===== src/rtl/time_tag_counter.sv =====
module time_tag_counter #(
  parameter int W = 16
) (
  input  logic         clk,
  input  logic         rst_n,
  input  logic [1:0]   clk_sel,
  input  logic [2:0]   res_sel,
  input  logic         sw_step_mode,
  input  logic         sw_step,
  input  logic         host_wr,
  input  logic [W-1:0] host_wdata,
  output logic [W-1:0] count,
  input  logic         sync_clr_en,
  input  logic         sync_load_en,
  input  logic         sync_filter_en,
  input  logic         sync_nodata,
  input  logic         sync_data_valid,
  input  logic [W-1:0] sync_data,
  input  logic         msg_capture,
  output logic [W-1:0] snapshot,
  input  logic         roll_status_clr,
  output logic         roll_status,
  output logic         roll_irq
);

  localparam logic [W-1:0] ALL_ONES = {W{1'b1}};

  logic [4:0] us_cnt, us_lim;
  logic [5:0] res_cnt, res_lim;
  logic       clr_hit, load_hit, restart, us_wrap, tick, step, wrap;

  always_comb begin
    case (clk_sel)
      2'd0:    us_lim = 5'd9;
      2'd1:    us_lim = 5'd11;
      2'd2:    us_lim = 5'd15;
      default: us_lim = 5'd19;
    endcase
    case (res_sel)
      3'd0:    res_lim = 6'd1;
      3'd1:    res_lim = 6'd3;
      3'd2:    res_lim = 6'd7;
      3'd3:    res_lim = 6'd15;
      3'd4:    res_lim = 6'd31;
      default: res_lim = 6'd63;
    endcase
  end

  assign clr_hit  = sync_nodata & sync_clr_en;
  assign load_hit = sync_data_valid & sync_load_en & ~(sync_filter_en & sync_data[0]);
  assign restart  = host_wr | clr_hit | load_hit | sw_step_mode;
  assign us_wrap  = us_cnt >= us_lim;
  assign tick     = ~restart & us_wrap & (res_cnt >= res_lim);
  assign step     = sw_step_mode ? sw_step : tick;
  assign wrap     = step & (count == ALL_ONES) & ~host_wr & ~clr_hit & ~load_hit;

  always_ff @(posedge clk or negedge rst_n) begin
    if (!rst_n) begin
      us_cnt  <= '0;
      res_cnt <= '0;
    end else if (restart) begin
      us_cnt  <= '0;
      res_cnt <= '0;
    end else if (us_wrap) begin
      us_cnt  <= '0;
      res_cnt <= (res_cnt >= res_lim) ? 6'd0 : res_cnt + 6'd1;
    end else begin
      us_cnt  <= us_cnt + 5'd1;
    end
  end

  always_ff @(posedge clk or negedge rst_n) begin
    if (!rst_n)          count <= '0;
    else if (host_wr)    count <= host_wdata;
    else if (clr_hit)    count <= '0;
    else if (load_hit)   count <= sync_data;
    else if (step)       count <= count + 1'b1;
  end

  always_ff @(posedge clk or negedge rst_n) begin
    if (!rst_n) begin
      snapshot    <= '0;
      roll_status <= 1'b0;
      roll_irq    <= 1'b0;
    end else begin
      if (msg_capture) snapshot <= count;
      roll_status <= wrap | (roll_status & ~roll_status_clr);
      roll_irq    <= wrap;
    end
  end


  host_write_chk: assert property (@(posedge clk) disable iff (!rst_n)
    host_wr |=> count == $past(host_wdata));


  sync_clear_chk: assert property (@(posedge clk) disable iff (!rst_n)
    (sync_nodata && sync_clr_en && !host_wr) |=> count == '0);


  sw_hold_chk: assert property (@(posedge clk) disable iff (!rst_n)
    (sw_step_mode && !sw_step && !host_wr && !sync_nodata && !sync_data_valid)
      |=> count == $past(count));


  irq_zero_chk: assert property (@(posedge clk) disable iff (!rst_n)
    roll_irq |-> (count == '0 && roll_status));


  snapshot_chk: assert property (@(posedge clk) disable iff (!rst_n)
    msg_capture |=> snapshot == $past(count));


  filter_chk: assert property (@(posedge clk) disable iff (!rst_n)
    (sync_data_valid && sync_filter_en && sync_data[0] && !sync_nodata && !host_wr
      && sw_step_mode && !sw_step) |=> count == $past(count));

endmodule


===== config.mk =====
export PLATFORM = sky130hd
export DESIGN_NAME = time_tag_counter
export DESIGN_NICKNAME = d
export VERILOG_FILES = /design/src/rtl/time_tag_counter.sv
export SDC_FILE = /design/constraint.sdc
export NUM_CORES = 1
export LEC_CHECK = 0
export ABC_CLOCK_PERIOD_IN_PS = 3100
export BUFFER_PORTS_ARGS = -buffer_cell sky130_fd_sc_hd__buf_2
export CELL_PAD_IN_SITES_DETAIL_PLACEMENT = 1
export CELL_PAD_IN_SITES_GLOBAL_PLACEMENT = 2
export CORE_ASPECT_RATIO = 0.8
export CORE_MARGIN = 4
export CORE_UTILIZATION = 31
export DETAILED_ROUTE_END_ITERATION = 12
export PLACE_DENSITY = 0.92
export SYNTH_ARGS = -nofsm -noshare
export SYNTH_HDL_FRONTEND = slang
export SYNTH_SLANG_ARGS = --single-unit

===== constraint.sdc =====
create_clock -name clk -period 3.1 [get_ports clk]
set_clock_uncertainty 0.05 [all_clocks]
set_input_delay 0.62 -clock clk [delete_from_list [all_inputs] [get_ports clk]]
set_output_delay 0.62 -clock clk [all_outputs]
set_load 0.005 [all_outputs]

Word-level counts from Yosys, hierarchy flattened. Cells that the tools add are included.

Eq/ne operators: 7. $mul: 0. Shift operators: 0. Reduce and logical (&&, ||, !) cells: 4. Divide/modulo/power cells: 0. Add/sub/neg operators: 3. $lt $le $gt $ge: 2. Bitwise gates (word level): 21. Multiplexer cells: 12.

Operator list (number): 16-bit two-way mux (4); 6-bit one-hot mux with 5 select lines (1); 6-bit two-way mux (3); 16-bit by 1-bit adder with 16-bit output (second input constant) (1); 16-bit == test (second input constant) (1); 5-bit one-hot mux with 3 select lines (1); 1-bit bitwise AND (11); 5-bit two-way mux (2); 6-bit by 1-bit adder with 6-bit output (second input constant) (1); 3-bit by 2-bit == test with 1-bit output (second input constant) (2); 6-bit greater-or-equal comparator (1); 1-bit NOT (6); 5-bit by 1-bit adder with 5-bit output (second input constant) (1); 5-bit greater-or-equal comparator (1); 1-bit bitwise OR (4); 4-bit nonzero test (1); 3-bit by 1-bit == test with 1-bit output (second input constant) (1); 3-bit == test (second input constant) (1); 3-bit logical NOT (1); 2-bit by 1-bit == test with 1-bit output (second input constant) (1); 2-bit == test (second input constant) (1); 2-bit logical NOT (1); 2-bit nonzero test (1); 1-bit two-way mux (1).

Word-level logic and storage cells: 55. Memory bits (read-only): 0. Memories kept: 0. Output and inout bits: 34. Bits of input ports: 49. Bits in writable memories: 0. Latch bits: 0. Register bits after elaboration: 45.

Longest topological paths before layout.
Word-level depth: 14. Depth in mapped cells: 10.

Worst setup path before layout. No wires, ideal clock.

Kind: input-to-reg. Start: input port clk_sel[1]. End: register count[1]. Buffers on the path: 1. Path slack: 0.663 ns. Library setup time: 0.125 ns. Stages: 8. Data required time: 2.925 ns. Arrival: 2.262 ns. Path through: nand2_1 ha_1 and2_1 a221o_1 nor3_1 buf_2 nor2_2 mux2_2.

Cells in the longest elaborated chain, start to end: 7.

RTL lines: start, declared (RTL line 6) `input logic [1:0] clk_sel,`; 2-bit == test (tied with other cells) (RTL line 33) `case (clk_sel)`; 5-bit one-hot mux with 3 select lines (*) (RTL line 33); 5-bit greater-or-equal comparator (*) (RTL line 52) `assign us_wrap = us_cnt >= us_lim;`; 1-bit bitwise AND (*) (2 in series) (RTL line 53) `assign tick = ~restart & us_wrap & (res_cnt >= res_lim);`; 1-bit two-way mux (*) (RTL line 54) `assign step = sw_step_mode ? sw_step : tick;`; 4-bit nonzero test (no source line) (*); end signal, assigned (RTL line 74) `else if (host_wr) count <= host_wdata;`; end signal, assigned (RTL line 76) `else if (load_hit) count <= sync_data;`; end signal, assigned (RTL line 77) `else if (step) count <= count + 1'b1;`; end, declared (RTL line 12) `output logic [W-1:0] count,`.

Every way passes the cells marked *; elsewhere a longest branch is shown, timed or not. A chain may end at the register's enable or synchronous reset.

Final worst setup path.
Start: input port res_sel[2]. End: register count[13].

Cells in the longest elaborated chain, start to end: 6.

RTL lines: start, declared (RTL line 7) `input logic [2:0] res_sel,`; 3-bit == test (tied with other cells) (RTL line 39) `case (res_sel)`; 6-bit one-hot mux with 5 select lines (*) (RTL line 39); 6-bit greater-or-equal comparator (*) (RTL line 53); 1-bit bitwise AND (*) (RTL line 53); 1-bit two-way mux (*) (RTL line 54); 4-bit nonzero test (no source line) (*).

Marked as above.

==> out/metrics.yaml <==
status: "finished, final reports clean"
ant_nets: 0
avgSynthCellArea_um2: 9.75
htree_levels: 2
yosysUniqueCellTypes: 57
cts_resized: 0
end_kind: "register"
required_ns: 3.24
rsz0062_at_grt: "false"
finalMaxSlewViolations: 0
die_x_um: 113
die_area_um2: 10300
ctsHoldBuffers: 0
wirelength_mm: 8.70
netlist_area_um2: 2710
finalSetupTns_ns: 0
dr.pass1.iters: 4
clk_pin_slew_ns: 0.08
fmax_mhz: 391
yosys_warnings: 0
via_per_inst: 5.38
drive_gt1_frac: 0.354
tightest_slew_ns: 1.06
hold_path.class: "in2async"
cp_cell_sequence: "buf_2, o21ai_0, ha_1, nand4_1, o221ai_1, o21ai_0, o311a_2, a211o_1"
crit_buf_inv: 1
synth_flop_cell: "dfrtp_1"
grt_pass1_vias: 2674
cp-start-kind: "primary input"
place_hpwl_mm: 6.73
cts_tree: "done"
num_vias: 2550
initial_core_util: 0.318
setup_viol: 0
gr-total-overflow: 0
relSlewSlack: 0.295
nets: 423
die_h_um: 91.7
root_buffer: "clkbuf_8"
irDropWorstVdd_uv: 163
slowest_stage: "o311a_2"
fillCellCount: 1000
period_needed_ns: 2.56
ios: 83
n_antenna_cell: 0
grt_util_all_layers: 0.174
synth_cells: 278
yosysSeqAreaShare: 0.415
powerDensity_nw_per_um2: 451
cp_top_family: "compound AO/OA/AOI/OAI gates"
syn2layout_area_growth_pct: 23.5
io_buffers: 82
synth_largest_area_cell: "dfrtp_1"
synth-seq-cells: 45
synth-edff-count: 0
clkSinkCount: 45
coreArea_um2: 8520
drt_drc_violations_left: 0
globalplace.congestion: 0.808
synth_top_area_share: 0.415
path_max_fanout: 5
async_reset_ff_frac: 1.00
r2r-start: "res_cnt[3]"
critical_path.most_common_cell: "o21ai_0"
routedWlPerCell_um: 18.4
grt_max_degree: 46
synthesis.nets: 339
leakagePower_nw: 1.56
maxCapViolCount: 0
reg2reg_slack_ns: 0.63
antenna_found_initial: 0
hold_viol_final: 0
finish.utilization: 0.393
drt_iter0_drc: 137
clock_path_buffers: 2
crit_type: "in2reg"
rows: 30
max_stage_delay_ns: 0.47
arrival_ns: 2.69
clock_latency_ns: 0.30
synth_area_leaders: "dfrtp_1, mux2_2, ha_1"
startpoint: "res_sel[2]"
numCtsBuffers: 5
grt_pass1_wl_mm: 14.7
post-cts-setup-buffers: 0
finalCritPeriodShare: 0.824
[area by class of cell]
class | count | area [um^2] | share of cell area
multi-input cells | 217 | 1520 | 0.453
repair buffers | 89 | 463 | 0.138
flip-flops and latches | 45 | 1130 | 0.336
inverters | 4 | 15.0 | 0.00448
well taps | 112 | 140 | 0.0418
clock buffers | 7 | 86.3 | 0.0258
[worst register-to-register path, cell delays in order, from the launching register on]
cell      delay [ns]
dfrtp_1         0.45
ha_1            0.33
nand4_1         0.10
o221ai_1        0.38
o21ai_0         0.36
o311a_2         0.47
a211o_1         0.23
[Yosys cell counts, types with 2 or more instances]
cell type and n:
a211oi_1 3, buf_2 3, clkbuf_1 7, or3_1 3, mux2_2 26, dfrtp_1 45, nand3_1 15, a221oi_1 2
o221ai_1 2, o31ai_1 5, xor2_1 3, xnor2_1 4, a21oi_1 13, nand2b_1 2, or4_1 3, o22ai_1 2
and3_1 2, o311ai_0 2, a22oi_1 2, a41oi_1 2, o21ai_0 18, ha_1 12, nor2_1 19, and4_1 2
a211o_1 3, nand4_1 5, nor4_1 2, or2_2 2, a32oi_1 2, clkbuf_2 2, nand2_1 27, nor3_1 6
and2_1 5, inv_1 4
[layer usage]
metal	part of all wire	vias up	global-route usage
met5	0	-	0
met3	0.031	9	0.0270
li1	-	1218	-
met2	0.46	50	0.273
met1	0.49	1273	0.250
met4	0.012	0	0.0460
[where the power goes]
group          switching, mW  total, mW  internal (mW)
clock                  0.202      0.379          0.177
sequential             0.100      0.764          0.664
combinational          0.178      0.368          0.191
[flip-flops by register name, indices dropped and copies added, names as in the netlist]
name	flops
roll_irq	1
snapshot	16
count	16
us_cnt	5
roll_status	1
res_cnt	6
[through the flow]
stage                     area [um^2]  setup WS (ns)  power (mW)  std cells  hold WS, ns
after floorplan                  2710          0.663       0.946        278        0.274
after global placement           3260          0.336        1.13        467        0.435
after detailed placement         3260          0.221        1.15        467        0.441
after CTS                        3350          0.562        1.53        474        0.451
after global routing             3350          0.317        1.60        474        0.452
final                            3350          0.545        1.51        474        0.448
[placed cells by master, fill, tap and decap left out, types with 2 or more instances in the layout]
cell type / instances
o311ai_0: 2
nand2_1: 27
or2_2: 2
o221ai_1: 2
o31ai_1: 5
or3_1: 3
nand3_1: 15
a211oi_1: 3
nor2_1: 19
ha_1: 12
a21oi_1: 13
mux2_2: 26
a22oi_1: 2
or4_1: 3
and2_1: 5
nor3_1: 6
and4_1: 2
and3_1: 2
nand2b_1: 2
a32oi_1: 2
nand4_1: 5
a41oi_1: 2
clkbuf_8: 6
buf_4: 7
xnor2_1: 4
o22ai_1: 2
a221oi_1: 2
inv_1: 4
o21ai_0: 18
dfrtp_1: 45
buf_2: 82
a211o_1: 3
xor2_1: 3
nor4_1: 2
[cell families (layout without fill, tap and decap cells)]
logic type               after synthesis  after routing  synth area share
AO/OA/AOI/OAI                         73             73             0.188
adder cells (fa/ha/maj)               12             12            0.0554
XOR/XNOR                               7              7            0.0226
multiplexers                          27             27             0.112
flip-flops                            45             45             0.415
buffers and inverters                 16            100            0.0245
AND/OR/NAND/NOR                       98             98             0.182
[worst paths after layout]
| kind | endpoint | depth (start not counted) |
|---|---|---|
| worst min register to register | snapshot[15] | 1 |
| worst max register to register | count[13] | 6 |
| min in group clk | roll_status | 2 |
| worst max-delay path | count[13] | 8 |
| max in group asynchronous | snapshot[5] | 1 |
| worst min-delay path | snapshot[15] | 1 |
No activity file was read; power rests on OpenSTA's default activity.
